[src/rtl/tmr_pkg.sv]
package tmr_pkg;
    parameter int unsigned TMR_W = 16;
    localparam int unsigned TMR_BYTES = TMR_W / 8;
    localparam int unsigned TMR_AW = (TMR_BYTES > 1) ? $clog2(TMR_BYTES) : 1;

    typedef enum logic [1:0] {
        MODE_LOAD  = 2'b00,
        MODE_HOLD  = 2'b01,
        MODE_RUN   = 2'b10,
        MODE_GATED = 2'b11
    } mode_e;

    typedef struct packed {
        logic [TMR_W-1:0] reload;
        logic [TMR_W-1:0] snap;
        mode_e            mode;
        logic             src_ext;
        logic             ext_prev;
    } regs_t;
endpackage

[src/rtl/tmr_sync.sv]
module tmr_sync #(
    parameter int unsigned STAGES = 2
) (
    input  logic clk,
    input  logic rst_n,
    input  logic d,
    output logic q
);
    logic [STAGES-1:0] s_d, s_q;

    always_comb begin
        s_d = {s_q[STAGES-2:0], d};
    end

    always_ff @(posedge clk or negedge rst_n) begin
        if (!rst_n) s_q <= '0;
        else        s_q <= s_d;
    end

    assign q = s_q[STAGES-1];
endmodule

[src/rtl/tmr_count_core.sv]
module tmr_count_core
    import tmr_pkg::*;
(
    input  logic             clk,
    input  logic             rst_n,
    input  logic             step,
    input  mode_e            mode,
    input  logic             gate_lvl,
    input  logic [TMR_W-1:0] reload,
    output logic [TMR_W-1:0] cnt
);
    logic [TMR_W-1:0] cnt_d, cnt_q;
    logic [TMR_W-1:0] adv;

    always_comb begin
        // all-ones rolls to the reload value instead of zero
        adv   = (cnt_q == '1) ? reload : cnt_q + 1'b1;
        cnt_d = cnt_q;
        if (step) begin
            unique case (mode)
                MODE_LOAD:  cnt_d = reload;
                MODE_HOLD:  cnt_d = cnt_q;
                MODE_RUN:   cnt_d = adv;
                MODE_GATED: cnt_d = gate_lvl ? adv : cnt_q;
                default:    cnt_d = cnt_q;
            endcase
        end
    end

    always_ff @(posedge clk or negedge rst_n) begin
        if (!rst_n) cnt_q <= '0;
        else        cnt_q <= cnt_d;
    end

    assign cnt = cnt_q;
endmodule

[src/rtl/tmr_reload_counter.sv]
module tmr_reload_counter
    import tmr_pkg::*;
#(
    parameter int unsigned SYNC_STAGES = 2
) (
    input  logic              clk,
    input  logic              rst_n,
    input  logic              ctl_wr,
    input  logic [1:0]        ctl_mode,
    input  logic              ctl_src_ext,
    input  logic              wr_en,
    input  logic              wr_word,
    input  logic [TMR_AW-1:0] wr_addr,
    input  logic [TMR_W-1:0]  wr_data,
    input  logic              latch_cmd,
    input  logic              rd_word,
    input  logic [TMR_AW-1:0] rd_addr,
    output logic [TMR_W-1:0]  rd_data,
    input  logic              int_tick,
    input  logic              ext_cnt,
    input  logic              gate_in
);
    regs_t            r_d, r_q;
    logic             ext_s, gate_s, step;
    logic [TMR_W-1:0] cnt_w;
    mode_e            cur_mode;
    logic [TMR_W-1:0] cur_reload;
    logic [TMR_W-1:0] cur_snap;

    tmr_sync #(.STAGES(SYNC_STAGES)) u_sync_ext (
        .clk(clk), .rst_n(rst_n), .d(ext_cnt), .q(ext_s)
    );

    tmr_sync #(.STAGES(SYNC_STAGES)) u_sync_gate (
        .clk(clk), .rst_n(rst_n), .d(gate_in), .q(gate_s)
    );

    assign cur_mode   = r_q.mode;
    assign cur_reload = r_q.reload;
    assign cur_snap   = r_q.snap;

    // count event: tick strobe, or rising edge of the synchronized pulse
    assign step = r_q.src_ext ? (ext_s & ~r_q.ext_prev) : int_tick;

    tmr_count_core u_core (
        .clk(clk), .rst_n(rst_n), .step(step), .mode(cur_mode),
        .gate_lvl(gate_s), .reload(cur_reload), .cnt(cnt_w)
    );

    always_comb begin
        r_d          = r_q;
        r_d.ext_prev = ext_s;
        if (ctl_wr) begin
            r_d.mode    = mode_e'(ctl_mode);
            r_d.src_ext = ctl_src_ext;
        end
        if (wr_en) begin
            if (wr_word) begin
                r_d.reload = wr_data;
            end else begin
                for (int b = 0; b < TMR_BYTES; b++) begin
                    if (wr_addr == TMR_AW'(b)) r_d.reload[b*8 +: 8] = wr_data[7:0];
                end
            end
        end
        if (latch_cmd) r_d.snap = cnt_w;
    end

    always_ff @(posedge clk or negedge rst_n) begin
        if (!rst_n) r_q <= '{reload: '0, snap: '0, mode: MODE_LOAD, src_ext: 1'b0, ext_prev: 1'b0};
        else        r_q <= r_d;
    end

    always_comb begin
        rd_data = '0;
        if (rd_word) begin
            rd_data = r_q.snap;
        end else begin
            for (int b = 0; b < TMR_BYTES; b++) begin
                if (rd_addr == TMR_AW'(b)) rd_data[7:0] = r_q.snap[b*8 +: 8];
            end
        end
    end
endmodule

[config.mk]
export PLATFORM = sky130hd
export DESIGN_NAME = tmr_reload_counter
export DESIGN_NICKNAME = d
export VERILOG_FILES = /design/src/rtl/tmr_pkg.sv /design/src/rtl/tmr_sync.sv /design/src/rtl/tmr_count_core.sv /design/src/rtl/tmr_reload_counter.sv
export SDC_FILE = /design/constraint.sdc
export NUM_CORES = 1
export LEC_CHECK = 0
export CAP_MARGIN = 15
export CELL_PAD_IN_SITES_DETAIL_PLACEMENT = 0
export CELL_PAD_IN_SITES_GLOBAL_PLACEMENT = 1
export CORE_MARGIN = 3
export CORE_UTILIZATION = 50
export CTS_CLUSTER_SIZE = 8
export DETAILED_ROUTE_END_ITERATION = 8
export DONT_BUFFER_PORTS = 1
export PLACE_DENSITY = 0.87
export SYNTH_ARGS = -nofsm -noshare
export SYNTH_HDL_FRONTEND = slang
export SYNTH_SLANG_ARGS = --single-unit
[constraint.sdc]
create_clock -name clk -period 3.5 [get_ports clk]
set_clock_uncertainty 0.05 [all_clocks]
set_input_delay 0.7 -clock clk [delete_from_list [all_inputs] [get_ports clk]]
set_output_delay 0.7 -clock clk [all_outputs]
set_load 0.005 [all_outputs]
==> impl_metrics.json <==
{
  "grt_pass1_wl_mm": 9.70,
  "synth-seq-cells": 56,
  "rsz0062_at_grt": "false",
  "rows": 26,
  "cts_made_buffers": 5,
  "ant_nets": 0,
  "grt_pass1_vias": 1903,
  "dr.pass1.iters": 4,
  "initial_utilization": 0.538,
  "grt_use_total": 0.190,
  "dp.cells": 312,
  "grt_max_degree": 57,
  "drc": 0,
  "hold_viol_final": 0,
  "setup_viol": 0,
  "layoutNonFillerInstCount": 320,
  "path_class": "primary input to output port",
  "clkTransAtPathRegs_ns": 0.10,
  "viasPerCell": 6.03,
  "fin_hold_ws_ns": 0.0278,
  "dp_slack_ns": 1.08,
  "drv_cap": 0,
  "startpoint": "rd_addr",
  "p_leak_nw": 1.19,
  "outcome": "complete, no violations",
  "synth-main-ff-cell": "dfrtp_1",
  "post-cts-setup-buffers": 0,
  "vias": 1929,
  "place_area_um2": 2850,
  "syn_nets": 289,
  "cpPeakStageDelay_ns": 0.54,
  "io_pins": 47,
  "syn2layout_area_growth_pct": 3.20,
  "clock_latency_ns": 0.30,
  "worst_slew_pin_slew_ns": 0.861,
  "dp_hpwl_mm": 3.93,
  "endpoint_kind": "output port",
  "worstPathCellList": "nor2b_1, mux2_2",
  "cts_tree": "built",
  "hold_path.class": "primary input to asynchronous set/reset pin",
  "setup_tns_ns": 0,
  "synthCells": 257,
  "start_kind": "primary input",
  "crit_required_ns": 2.75,
  "ys_async_sr_fraction": 1.00,
  "antenna_cells": 0,
  "min_period_over_period": 0.691,
  "avgSynthCellArea_um2": 11.1,
  "power.density_nw_per_um2": 620,
  "stdcell_area_um2": 2940,
  "ir_drop_mv": 0.243,
  "clock_tree.root_cell": "clkbuf_8",
  "core_area_um2": 5300,
  "finalWirelength_mm": 5.55,
  "cts.path.max_buffers": 2,
  "portBuffers": 0,
  "post-route-min-period_ns": 2.42,
  "yosysSeqAreaShare": 0.491,
  "synth_edf_count": 0,
  "fmax_mhz": 414,
  "ys_types": 50,
  "relSlewSlack": 0.426,
  "overflow": 0,
  "drive_gt1_frac": 0.220,
  "nNetsFinal": 281,
  "antenna_found_initial": 0,
  "timing.rr.start": "u_core.cnt[0]$_DFFE_PN0P_",
  "fp.dieW_um": 81.5,
  "maxSlewViolCount": 0,
  "syn_area_um2": 2850,
  "final_core_util": 0.555,
  "cts.sinks": 56,
  "fp.dieH_um": 81.5,
  "crit_family": "simple AND/OR/NAND/NOR gates",
  "cp_slowest_cell": "nor2b_1",
  "place_congestion": 0.844,
  "wl_per_cell_um": 17.3,
  "die_area_um2": 6650,
  "htreeDepth": 2,
  "fin_ws_ns": 1.08,
  "post_cts_resized": 0,
  "first_iter_violations": 220,
  "cp_max_fo": 8,
  "hold_buffers": 0,
  "worstPathArrival_ns": 1.67,
  "finalPower_mw": 1.83,
  "synth_warnings": 0,
  "path_buf_inv": 0
}
## flip-flops by register name, summed over array words and instances (netlist names)
name / count
cur_mode: 2
cur_reload: 16
cur_snap: 16
r_q: 2
u_core.cnt: 16
u_sync_ext.s_q: 2
u_sync_gate.s_q: 2
## metal layers
metal / track usage / part of all wire / wire, um / vias up
li1: - / - / - / 933
met1: 0.278 / 0.48 / 2640 / 908
met2: 0.287 / 0.44 / 2420 / 83
met3: 0.0384 / 0.080 / 442 / 5
met4: 0.0507 / 0.0088 / 49 / 0
met5: 0 / 0 / 0 / -
## synth_stat cells, types with 3 or more instances
master     count  share of area
dfrtp_1       56           0.49
mux2_2        35           0.14
nand2_1       24          0.032
nor3_1        11          0.019
clkbuf_1      10          0.013
nand3_1       10          0.018
and2_1         8          0.018
o21ai_0        8          0.014
a21oi_1        7          0.012
a22o_1         7          0.021
nand3b_1       7          0.018
inv_1          5         0.0066
a2bb2oi_1      4          0.012
mux2i_1        4          0.014
nand4_1        4         0.0088
nor2b_1        4         0.0088
nor4_1         4         0.0088
a21oi_2        3         0.0092
o41ai_1        3         0.0092
## cell usage in the layout (no fill, tap or decap), drive strengths merged, types with 2 or more instances in the layout
cell type	count
and2	8
o2bb2ai	2
inv	5
nand4	6
o21ai	10
dfrtp	56
o31ai	2
mux2	35
and4	2
a311oi	3
nand3b	7
a31oi	2
clkinv	2
o41ai	3
and3	2
mux2i	4
nand3	11
a22o	7
buf	3
nand2	24
clkbuf	6
nor4	4
nor3	11
o21a	2
nor2b	4
nor2	2
a21oi	10
a2bb2oi	4
and3b	2
## report_power, final
group          switching [mW]  internal [mW]  total (mW)
sequential              0.203          0.831        1.03
clock                   0.199          0.158       0.357
combinational           0.199          0.235       0.434
total                   0.601           1.22        1.83
## kinds of logic (layout without fill, tap and decap cells)
family,after synthesis,in the layout,synth area share
AO/OA/AOI/OAI,53,53,0.139
adder cells (fa/ha/maj),1,1,0.00439
buffers and inverters,23,16,0.0456
flip-flops,56,56,0.491
multiplexers,39,39,0.152
AND/OR/NAND/NOR,85,85,0.167
## layout make-up
cell class              instances  area (um2)
fillers                       464        2360
multi-input cells             178        1320
well taps                      70        87.6
flip-flops and latches         56        1400
repair buffers                  3        22.5
inverters                       5        18.8
clock inverters                 2        10.0
clock buffers                   6        82.6
## worst paths after layout
kind | end | slack (ns) | depth (start not counted)
worst max-delay path | rd_data[7] | 1.08 | 2
worst min-delay path | cur_snap[1]$_DFFE_PN0P_ | 0.03 | 0
worst max register to register | u_core.cnt[8]$_DFFE_PN0P_ | 1.12 | 5
worst min register to register | u_sync_gate.s_q[1]$_DFF_PN0_ | 0.31 | 0
max in group asynchronous | u_core.cnt[6]$_DFFE_PN0P_ | 3.28 | 0
min in group clk | u_sync_gate.s_q[1]$_DFF_PN0_ | 0.31 | 0
Power figures use the tool's default switching activity.
